[src/rtl/uart_mdm_pkg.sv]
package uart_mdm_pkg;
  localparam int CB_AFE  = 5;
  localparam int CB_LOOP = 4;
  localparam int CB_OUT2 = 3;
  localparam int CB_RTS  = 1;
  localparam int SB_CTS  = 4;
  localparam int SB_DCTS = 0;

  typedef struct packed {
    logic afe;
    logic loop;
    logic out2;
    logic rts;
  } mctl_t;
endpackage

[src/rtl/mdm_sync.sv]
module mdm_sync #(
  parameter int   STAGES  = 2,
  parameter logic RST_VAL = 1'b1
) (
  input  logic clk,
  input  logic rst_n,
  input  logic d_in,
  output logic d_out
);
  logic [STAGES-1:0] sr_q;
  logic [STAGES-1:0] sr_d;

  always_comb begin
    sr_d = {sr_q[STAGES-2:0], d_in};
  end

  always_ff @(posedge clk or negedge rst_n) begin
    if (!rst_n) sr_q <= {STAGES{RST_VAL}};
    else        sr_q <= sr_d;
  end

  assign d_out = sr_q[STAGES-1];
endmodule

[src/rtl/mdm_ctrl_reg.sv]
module mdm_ctrl_reg
  import uart_mdm_pkg::*;
#(
  parameter int DATA_W = 32
) (
  input  logic              clk,
  input  logic              rst_n,
  input  logic              wr_en,
  input  logic [DATA_W-1:0] wdata,
  output mctl_t             ctrl_q
);
  mctl_t ctrl_d;

  always_comb begin
    ctrl_d = ctrl_q;
    if (wr_en) begin
      ctrl_d.afe  = wdata[CB_AFE];
      ctrl_d.loop = wdata[CB_LOOP];
      ctrl_d.out2 = wdata[CB_OUT2];
      ctrl_d.rts  = wdata[CB_RTS];
    end
  end

  always_ff @(posedge clk or negedge rst_n) begin
    if (!rst_n) ctrl_q <= '0;
    else        ctrl_q <= ctrl_d;
  end

  logic unused_wdata;
  assign unused_wdata = ^wdata;
endmodule

[src/rtl/mdm_status.sv]
module mdm_status (
  input  logic clk,
  input  logic rst_n,
  input  logic cts_in,
  input  logic rd_clr,
  output logic cts_q,
  output logic dcts_q
);
  logic cts_d;
  logic dcts_d;
  logic change;

  always_comb begin
    change = (cts_in != cts_q);
    cts_d  = cts_in;
    dcts_d = dcts_q;
    if (rd_clr) dcts_d = 1'b0;
    if (change) dcts_d = 1'b1;
  end

  always_ff @(posedge clk or negedge rst_n) begin
    if (!rst_n) begin
      cts_q  <= 1'b0;
      dcts_q <= 1'b0;
    end else begin
      cts_q  <= cts_d;
      dcts_q <= dcts_d;
    end
  end
endmodule

[src/rtl/mdm_flow.sv]
module mdm_flow
  import uart_mdm_pkg::*;
(
  input  mctl_t ctrl,
  input  logic  cts,
  input  logic  rx_af,
  output logic  nrts,
  output logic  tx_ok
);
  always_comb begin
    if (ctrl.afe) begin
      tx_ok = cts;
      nrts  = ctrl.rts ? rx_af : 1'b1;
    end else begin
      tx_ok = 1'b1;
      nrts  = ~ctrl.rts;
    end
  end
endmodule

[src/rtl/uart_modem_ctl.sv]
module uart_modem_ctl
  import uart_mdm_pkg::*;
#(
  parameter int              DATA_W      = 32,
  parameter int              ADDR_W      = 3,
  parameter int              SYNC_STAGES = 2,
  parameter logic [ADDR_W-1:0] CTRL_ADDR = 3'd4,
  parameter logic [ADDR_W-1:0] STAT_ADDR = 3'd6
) (
  input  logic              clk,
  input  logic              rst_n,
  input  logic [ADDR_W-1:0] bus_addr,
  input  logic              bus_wr,
  input  logic              bus_rd,
  input  logic [DATA_W-1:0] bus_wdata,
  output logic [DATA_W-1:0] bus_rdata,
  input  logic              ncts_pin,
  input  logic              msi_en,
  input  logic              rx_almost_full,
  output logic              nrts_pin,
  output logic              tx_permit,
  output logic              msi_irq
);
  logic  ctrl_wr;
  logic  stat_rd;
  mctl_t ctrl_q;
  logic  ncts_sync;
  logic  cts_int;
  logic  cts_q;
  logic  dcts_q;

  assign ctrl_wr = bus_wr && (bus_addr == CTRL_ADDR);
  assign stat_rd = bus_rd && (bus_addr == STAT_ADDR);

  mdm_sync #(.STAGES(SYNC_STAGES), .RST_VAL(1'b1)) u_sync (
    .clk   (clk),
    .rst_n (rst_n),
    .d_in  (ncts_pin),
    .d_out (ncts_sync)
  );

  mdm_ctrl_reg #(.DATA_W(DATA_W)) u_ctrl (
    .clk    (clk),
    .rst_n  (rst_n),
    .wr_en  (ctrl_wr),
    .wdata  (bus_wdata),
    .ctrl_q (ctrl_q)
  );

  assign cts_int = ctrl_q.loop ? ctrl_q.rts : ~ncts_sync;

  mdm_status u_stat (
    .clk    (clk),
    .rst_n  (rst_n),
    .cts_in (cts_int),
    .rd_clr (stat_rd),
    .cts_q  (cts_q),
    .dcts_q (dcts_q)
  );

  mdm_flow u_flow (
    .ctrl  (ctrl_q),
    .cts   (cts_q),
    .rx_af (rx_almost_full),
    .nrts  (nrts_pin),
    .tx_ok (tx_permit)
  );

  assign msi_irq = msi_en & dcts_q;

  always_comb begin
    bus_rdata = '0;
    if (bus_rd) begin
      if (bus_addr == CTRL_ADDR) begin
        bus_rdata[CB_AFE]  = ctrl_q.afe;
        bus_rdata[CB_LOOP] = ctrl_q.loop;
        bus_rdata[CB_OUT2] = ctrl_q.out2;
        bus_rdata[CB_RTS]  = ctrl_q.rts;
      end else if (bus_addr == STAT_ADDR) begin
        bus_rdata[SB_CTS]  = cts_q;
        bus_rdata[SB_DCTS] = dcts_q;
      end
    end
  end
endmodule

[config.mk]
export PLATFORM = sky130hd
export DESIGN_NAME = uart_modem_ctl
export DESIGN_NICKNAME = d
export VERILOG_FILES = /design/src/rtl/uart_mdm_pkg.sv /design/src/rtl/mdm_sync.sv /design/src/rtl/mdm_ctrl_reg.sv /design/src/rtl/mdm_status.sv /design/src/rtl/mdm_flow.sv /design/src/rtl/uart_modem_ctl.sv
export SDC_FILE = /design/constraint.sdc
export NUM_CORES = 1
export LEC_CHECK = 0
export ABC_AREA = 0
export BUFFER_PORTS_ARGS = -buffer_cell sky130_fd_sc_hd__buf_2
export CAP_MARGIN = 20
export CELL_PAD_IN_SITES_DETAIL_PLACEMENT = 0
export CELL_PAD_IN_SITES_GLOBAL_PLACEMENT = 1
export CORE_MARGIN = 3
export CORE_UTILIZATION = 20
export DETAILED_ROUTE_END_ITERATION = 8
export MAX_ROUTING_LAYER = met4
export PLACE_DENSITY_LB_ADDON = 0.1
export SETUP_SLACK_MARGIN = 0.1
export SLEW_MARGIN = 20
export SYNTH_ARGS = -nofsm -noshare
export SYNTH_HDL_FRONTEND = slang
export SYNTH_SLANG_ARGS = --single-unit
[constraint.sdc]
create_clock -name clk -period 1.21 [get_ports clk]
set_input_delay 0.1815 -clock clk [delete_from_list [all_inputs] [get_ports clk]]
set_output_delay 0.1815 -clock clk [all_outputs]
set_load 0.01 [all_outputs]
# --- Word level (Yosys, flattened, before mapping) ---
# Index checks and enable logic that the tools add are counted.
classes:
  eq_ne: 3
  mux: 15
  bitwise_logic: 3
  reduce_logical: 3
op_table:
  columns: ["cell", "n"]
  rows:
  - ["2-to-1 mux 1 bit", 13]
  - ["equality test 3 bit (second input constant)", 2]
  - ["2-to-1 mux 3 bit", 1]
  - ["logical AND 1 bit", 2]
  - ["2-to-1 mux 2 bit", 1]
  - ["NOT 1 bit", 2]
  - ["nonzero test 2 bit", 1]
  - ["AND 1 bit", 1]
  - ["!= test 1 bit", 1]
word_totals:
  regBits: 8
  in_bits: 42

# --- Logic depth before layout (Yosys ltp) ---
# Gate-level depths: netlist (run 1).
logic_depth:
  depth_word: 4
  mapped_depth: 3
  ltp_nobuf: 3

# --- By module ---
# From an unflattened synthesis (run 1), not the netlist that was laid out.
unflattened:
  cells_unflattened: 58
  hier_area_um2: 571.8
by_module_without_submodules:
  columns: ["mod", "n_inst", "cells_each", "area_per_inst_um2"]
  rows:
  - ["uart_modem_ctl", 1, 41, 290.3]
  - ["mdm_ctrl_reg", 1, 8, 145.1]
  - ["mdm_status", 1, 5, 67.6]
  - ["mdm_sync", 1, 2, 52.6]
  - ["mdm_flow", 1, 2, 16.3]

# --- Worst setup path after synthesis (run 1) ---
# OpenSTA, ideal clock, no wires.
synth_path:
  path_kind: "input port to flip-flop"
  start: "in bus_addr[2]"
  end: "reg, netlist name u_ctrl.ctrl_q[0]"
  arrival_ps: 830
  required_ps: 1085
  setup_slack_ps: 255
  stages: 3
  n_path_buf: 0
  path_cell_list: "nor2b_4 -> and3b_4 -> mux2_4"
synth_via:
  elab_chain_cells: 2
synth_lines:
  columns: ["element", "line_no", "text"]
  rows:
  - ["start, declared", "uart_modem_ctl.sv:12", "input logic [ADDR_W-1:0] bus_addr,"]
  - ["equality test 3 bit", "uart_modem_ctl.sv:32", "assign ctrl_wr = bus_wr && (bus_addr == CTRL_ADDR);"]
  - ["logical AND 1 bit", "uart_modem_ctl.sv:32", null]
# Every way passes these cells.
# A chain may end at the register's enable or synchronous reset.

# --- Worst setup path in the final report (run 1) ---
layout_path:
  start: "reg u_stat.cts_q"
  end: "out bus_rdata[4]"
layout_via:
  elab_chain_cells: 3
layout_lines:
  columns: ["element", "line_no", "text"]
  rows:
  - ["start, declared", "mdm_status.sv:6", "output logic cts_q,"]
  - ["start signal, assigned", "mdm_status.sv:26", "cts_q <= cts_d;"]
  - ["2-to-1 mux 1 bit", "uart_modem_ctl.sv:79", "end else if (bus_addr == STAT_ADDR) begin"]
  - ["2-to-1 mux 1 bit", "uart_modem_ctl.sv:74", "if (bus_addr == CTRL_ADDR) begin"]
  - ["2-to-1 mux 3 bit", "uart_modem_ctl.sv:73", "if (bus_rd) begin"]
  - ["end, declared", "uart_modem_ctl.sv:16", "output logic [DATA_W-1:0] bus_rdata,"]
# Every way passes these cells.

==> results of run 1 <==
sequential cells by signal, summed over array words and instances (netlist names):
signal         count
u_ctrl.ctrl_q      4
u_sync.sr_q        2
u_stat.cts_q       1
u_stat.dcts_q      1
power groups by stage:
stage,combinational [mW],sequential (mW),clock [mW]
after floorplan,0.218,0.346,0
after global placement,0.215,0.361,0
after detailed placement,0.215,0.361,0
after CTS,0.248,0.351,0.231
after global routing,0.281,0.357,0.249
final,0.247,0.349,0.217
how the worst max path moves through the flow:
stage	startpoint	to	slack (ns)	depth (start not counted)
6_report	u_stat.cts_q	bus_rdata[4]	0.05	3
2_1_floorplan	bus_addr[2]	u_ctrl.ctrl_q[0]	0.25	3
4_1_cts	u_stat.cts_q	bus_rdata[4]	0.02	3
5_1_grt	u_stat.cts_q	bus_rdata[4]	-0.03	3
3_3_place_gp	bus_addr[0]	u_ctrl.ctrl_q[1]	0.1	4
3_5_place_dp	bus_addr[0]	u_ctrl.ctrl_q[1]	0.09	4
kinds of logic (layout without fill, tap and decap cells):
logic type,count (synthesis),after routing,synth area share [%]
buf+inv,28,29,33.7
simple gates,20,20,20.0
flops,8,8,33.1
mux,5,5,11.4
other cells,1,27,0.612
compound gates,1,1,1.22
metal layers:
metal / track usage, % / part of all wire [%] / vias up / wire, um
met5: - / 0 / - / 0
met2: 7.70 / 43 / 30 / 464
met4: 3.64 / 0.55 / 0 / 6
met3: 2.10 / 13 / 2 / 147
met1: 7.86 / 43 / 186 / 472
li1: - / - / 200 / -
worst max-delay path, stage by stage (launching register included):
cell and delay (ns):
dfrtp_1 0.39, mux2i_1 0.14, nor2_1 0.06, buf_2 0.13
area by class of cell:
cell class / instances / share of cell area, %
sequential: 8 / 28.7
inverter: 1 / 0.532
multi-input combinational: 53 / 43.1
timing repair buffer: 24 / 18.4
tap: 31 / 5.50
clock buffer: 4 / 3.72
cell usage after synthesis:
master / n / share of area (%)
nand3_1: 2 / 1.6
nor2b_4: 1 / 2.2
nand4b_1: 1 / 1.4
dfrtp_1: 6 / 24
nand2b_1: 1 / 1.0
conb_1: 1 / 0.61
buf_4: 27 / 33
mux2i_1: 1 / 1.6
and2_1: 4 / 4.1
inv_1: 1 / 0.61
a21o_1: 1 / 1.2
nor2_1: 2 / 1.2
and3b_2: 1 / 1.6
or2_2: 1 / 1.0
nand2_1: 6 / 3.7
and3b_4: 1 / 2.0
mux2_4: 4 / 9.8
dfstp_2: 2 / 8.6
stage by stage:
step                hold slack (ns)  instance area (um2)
floorplan                    -0.114                  711
global placement             0.0382                  652
detailed placement           0.0371                  652
CTS                          0.0203                  703
global route                 0.0129                  706
finish                       0.0325                  706
placed cells by master, fill, tap and decap left out, drive strengths merged:
cell / synthesis / routed
and3b: 2 / 2
a21o: 1 / 1
mux2: 4 / 4
clkbuf: 0 / 4
dlygate4sd3: 0 / 1
inv: 1 / 1
dfstp: 2 / 2
and2: 4 / 4
mux2i: 1 / 1
nand4b: 1 / 1
conb: 1 / 27
dfrtp: 6 / 6
nand3: 2 / 2
buf: 27 / 23
nand2b: 1 / 1
nand2: 6 / 6
nor2b: 1 / 1
nor2: 2 / 2
or2: 1 / 1
repair_timing:
action | in CTS | in global routing
hold endpoints to repair | 8 | 0
hold buffers | 1 | 0
pin swaps | 1 | 1
endpoints found under the setup margin | 5 | 9
resized for setup | 0 | 1
setup buffers | 2 | 0
==> results.cfg, run 1 <==
[worst_setup_path]
regToRegSetupSlack_ns = 0.17
r2r_cells = 4
worst_setup_path_end_kind = primary output
worstPathRequired_ns = 1.03
r2r_end = u_stat.dcts_q
r2r_start = u_ctrl.ctrl_q[2]
crit_type = reg2out
critPathArrivalTime_ns = 0.98
cp_max_fo = 3
cp-start-kind = flop

[clock_network]
h-tree-depth = 1
clock-sinks = 8
clockBufferDepth = 2
path_clk_slew_ns = 0.06
cts_made_buffers = 3
cts_tree = yes
insertion_delay_ns = 0.25
clockRootBuffer = clkbuf_4

[hold_path]
hold_start = ncts_pin
hold_end = u_sync.sr_q[0]
worstHoldPathCells = 1
hold_path.class = in2reg

[timing]
fin_tns_setup_ns = 0
finalCriticalPeriod_ns = 1.16
grt_setup_unrepaired = yes
slew_viol_final = 0
clock_skew_ns = 0.00803
finalCritPeriodShare_pct = 96.0
fmax_mhz = 861
layout_setup_ws_ns = 0.0484
hold_viol_final = 0
setup_viol = 0

[finish]
antenna_cells = 0
drive_gt1_share_pct = 40.0
syn_to_final_growth_pct = 15.1
fin_cells = 121
nets = 133
multiInputGateArea_um2 = 304
final_core_util_pct = 24.9
register_area_um2 = 203
nFillCells = 319

[die]
die_y_um = 61.4
die_x_um = 61.4
initial_core_util_pct = 21.7
std_cell_rows = 19
die-area_um2 = 3770
core_um2 = 2830
io_pins = 77

[placed_design]
hpwl_um = 910
dp_slack_ns = 0.0945
place_inst = 114
portBuffers = 21
globalplace.congestion = 0.646

[yosys]
syn_area_um2 = 613
synth-seq-cells = 8
synthCells = 63
seq_area_frac_synth_pct = 33.1
yosysUniqueCellTypes = 18
yosys_warnings = 0
synth_area_per_cell_um2 = 9.73

[route]
vias_per_cell = 3.45
num_vias = 418
drc = 0
antenna_left = 0
wl_per_cell_um = 9.00
firstDrtPassIters = 2
drtIter0Drc = 1
wl_mm = 1.09

[power_and_ir_drop]
combPwrFrac_pct = 30.4
power_frac_clock_pct = 26.7
p_leak_nw = 0.405
p_int_mw = 0.570
p_sw_mw = 0.244
p_seq_share_pct = 42.9
p_per_area_nw_per_um2 = 1150
vdd_drop_max_mv = 0.412
p_sw_share_pct = 29.9
p_total_mw = 0.813

[global_routing]
grt_pass1_wl_mm = 1.52
track_usage_pct = 5.98
grt_overflow = 0
grt_max_degree = 9
grt_pass1_vias = 345
antenna_found_initial = 0

[status]
status = completed

[job]
cap_viol_max_count = 0
No activity file was read; power rests on OpenSTA's default activity.
==> inputs of run 2 (changes only) <==
--- a/config.mk
+++ b/config.mk
@@ -8,10 +8,11 @@
 export ABC_AREA = 0
 export BUFFER_PORTS_ARGS = -buffer_cell sky130_fd_sc_hd__buf_2
 export CAP_MARGIN = 20
-export CELL_PAD_IN_SITES_DETAIL_PLACEMENT = 0
+export CELL_PAD_IN_SITES_DETAIL_PLACEMENT = 1
 export CELL_PAD_IN_SITES_GLOBAL_PLACEMENT = 1
 export CORE_MARGIN = 3
 export CORE_UTILIZATION = 20
+export CTS_CLUSTER_SIZE = 20
 export DETAILED_ROUTE_END_ITERATION = 8
 export MAX_ROUTING_LAYER = met4
 export PLACE_DENSITY_LB_ADDON = 0.1
==> constraint.sdc (replaced) <==
create_clock -name clk -period 1.3 [get_ports clk]
set_input_delay 0.195 -clock clk [delete_from_list [all_inputs] [get_ports clk]]
set_output_delay 0.195 -clock clk [all_outputs]
set_load 0.01 [all_outputs]
==> run 2 against run 1 <==
Routed wire length grew 4.2%. Clock-buffer cell count stayed put. Global-route usage grew 0.40 points. Critical path depth unchanged. Flip-flop and latch count did not move. Clock skew is essentially flat. Total power is 7.6% lower. Sequential share of layout area rose by 0.10 points. Die area stayed put. Largest power group unchanged. Cell area decreased by 0.35%. Highest routed layer unchanged.
==> results.cfg, run 2 (synthesis gave the netlist of run 1 again) <==
[status]
status = completed

[global_routing]
antenna_found_initial = 0
grt_max_degree = 9
grt_pass1_vias = 381
grt_pass1_wl_mm = 1.65
grt_overflow = 0
track_usage_pct = 6.38

[finish]
antenna_cells = 0
final_common_cell = conb_1
largest-register = u_ctrl.ctrl_q
largest_reg_flops = 4
nets = 133
drive_gt1_share_pct = 40.0
most-common-layout-cells = conb_1, buf_2, nand2_1, dfrtp_1
reg_top3 = u_ctrl.ctrl_q: 4 flops, u_sync.sr_q: 2 flops
syn_to_final_growth_pct = 14.7

[clock_network]
insertion_delay_ns = 0.25
h-tree-depth = 1
path_clk_slew_ns = 0.06
cts_made_buffers = 3
clockRootBuffer = clkbuf_4
cts_tree = yes
post_cts_resized = 0
clock-sinks = 8
clockBufferDepth = 2

[power_and_ir_drop]
p_total_mw = 0.752
p_per_area_nw_per_um2 = 1070
p_sw_share_pct = 29.8
p_seq_share_pct = 43.0
power_frac_clock_pct = 26.7
p_int_mw = 0.527
p_leak_nw = 0.405
vdd_drop_max_mv = 0.422
p_sw_mw = 0.224
combPwrFrac_pct = 30.3

[hold_path]
hold_start = ncts_pin
hold_path.class = in2reg

[worst_setup_path]
cp-start-kind = flop
r2r_start = u_ctrl.ctrl_q[2]
cp_max_fo = 3
worst_setup_path_end_kind = primary output
startpoint = u_stat.cts_q
crit_type = reg2out
critPathArrivalTime_ns = 0.96
worstPathRequired_ns = 1.11

[route]
firstDrtPassIters = 1
wl_mm = 1.14
wl_per_cell_um = 9.38
vias_per_cell = 3.46
num_vias = 419
drtIter0Drc = 0
drc = 0
antenna_left = 0

[timing]
finalCriticalPeriod_ns = 1.16
fin_tns_setup_ns = 0
hold_ws_ns = 0.0474
setup_viol = 0
slew_viol_final = 0
finalCritPeriodShare_pct = 89.2
hold_viol_final = 0
clock_skew_ns = 0.00814
fmax_mhz = 862
grt_setup_unrepaired = yes

[die]
core_um2 = 2830
io_pins = 77
initial_core_util_pct = 21.7
die_x_um = 61.4
std_cell_rows = 19
die_y_um = 61.4
die-area_um2 = 3770

[placed_design]
portBuffers = 21
globalplace.congestion = 0.646

[job]
cap_viol_max_count = 0
-- run 2: changes by cell type in the layout (fill, tap and decap cells not counted) --
cell   delta
or2_2     +1
or2_4     -1
-- run 2: cell type report --
class	count	area, um2
fill	352	2130
multi-input combinational	53	302
sequential	8	203
timing repair buffer	24	130
tap	31	38.8
clock buffer	4	26.3
inverter	1	3.75
-- run 2: what timing repair did --
action / CTS / global route
hold endpoints to repair: 8 / 0
hold buffers: 1 / 0
pin swaps: 0 / 1
cloned: 0 / 0
setup endpoints to repair: 1 / 1
buffers inserted: 2 / 0
-- run 2: worst max-delay path: stages (launching register included) --
cell and delay [ns]:
dfrtp_1 0.39, mux2i_1 0.13, nor2_1 0.06, buf_2 0.13
-- run 2: stage by stage --
stage               cells  worst slack, ns  cell area, um2  util [%]
floorplan              89            0.331             711         -
detailed placement    114            0.165             652      23.0
global route          121           0.0603             703      24.9
CTS                   121            0.102             703      24.9
finish                121            0.140             703      24.9
global placement      114            0.176             652      23.0
-- run 2: worst paths after layout --
kind	endpoint	slack (ns)	cells after the start
worst min register to register	u_sync.sr_q[1]	0.35	0
max in group asynchronous	u_sync.sr_q[0]	0.74	2
worst max register to register	u_stat.dcts_q	0.19	4
worst min-delay path	u_sync.sr_q[0]	0.05	1
worst max-delay path	bus_rdata[4]	0.14	3
min in group asynchronous	u_ctrl.ctrl_q[0]	0.31	2
-- run 2: power groups by stage --
stage	combinational, mW	sequential [mW]	clock (mW)
floorplan	0.203	0.322	0
global placement	0.200	0.336	0
detailed placement	0.200	0.335	0
CTS	0.231	0.326	0.218
global route	0.262	0.331	0.231
finish	0.228	0.323	0.201
-- run 2: per-layer routing --
layer  up-vias  routed length (um)  GRT usage [%]
li1        200                   -              -
met1       187                 483           8.11
met2        30                 500           9.37
met3         2                 146           1.89
met4         0                   6           2.73
met5         -                   0              -
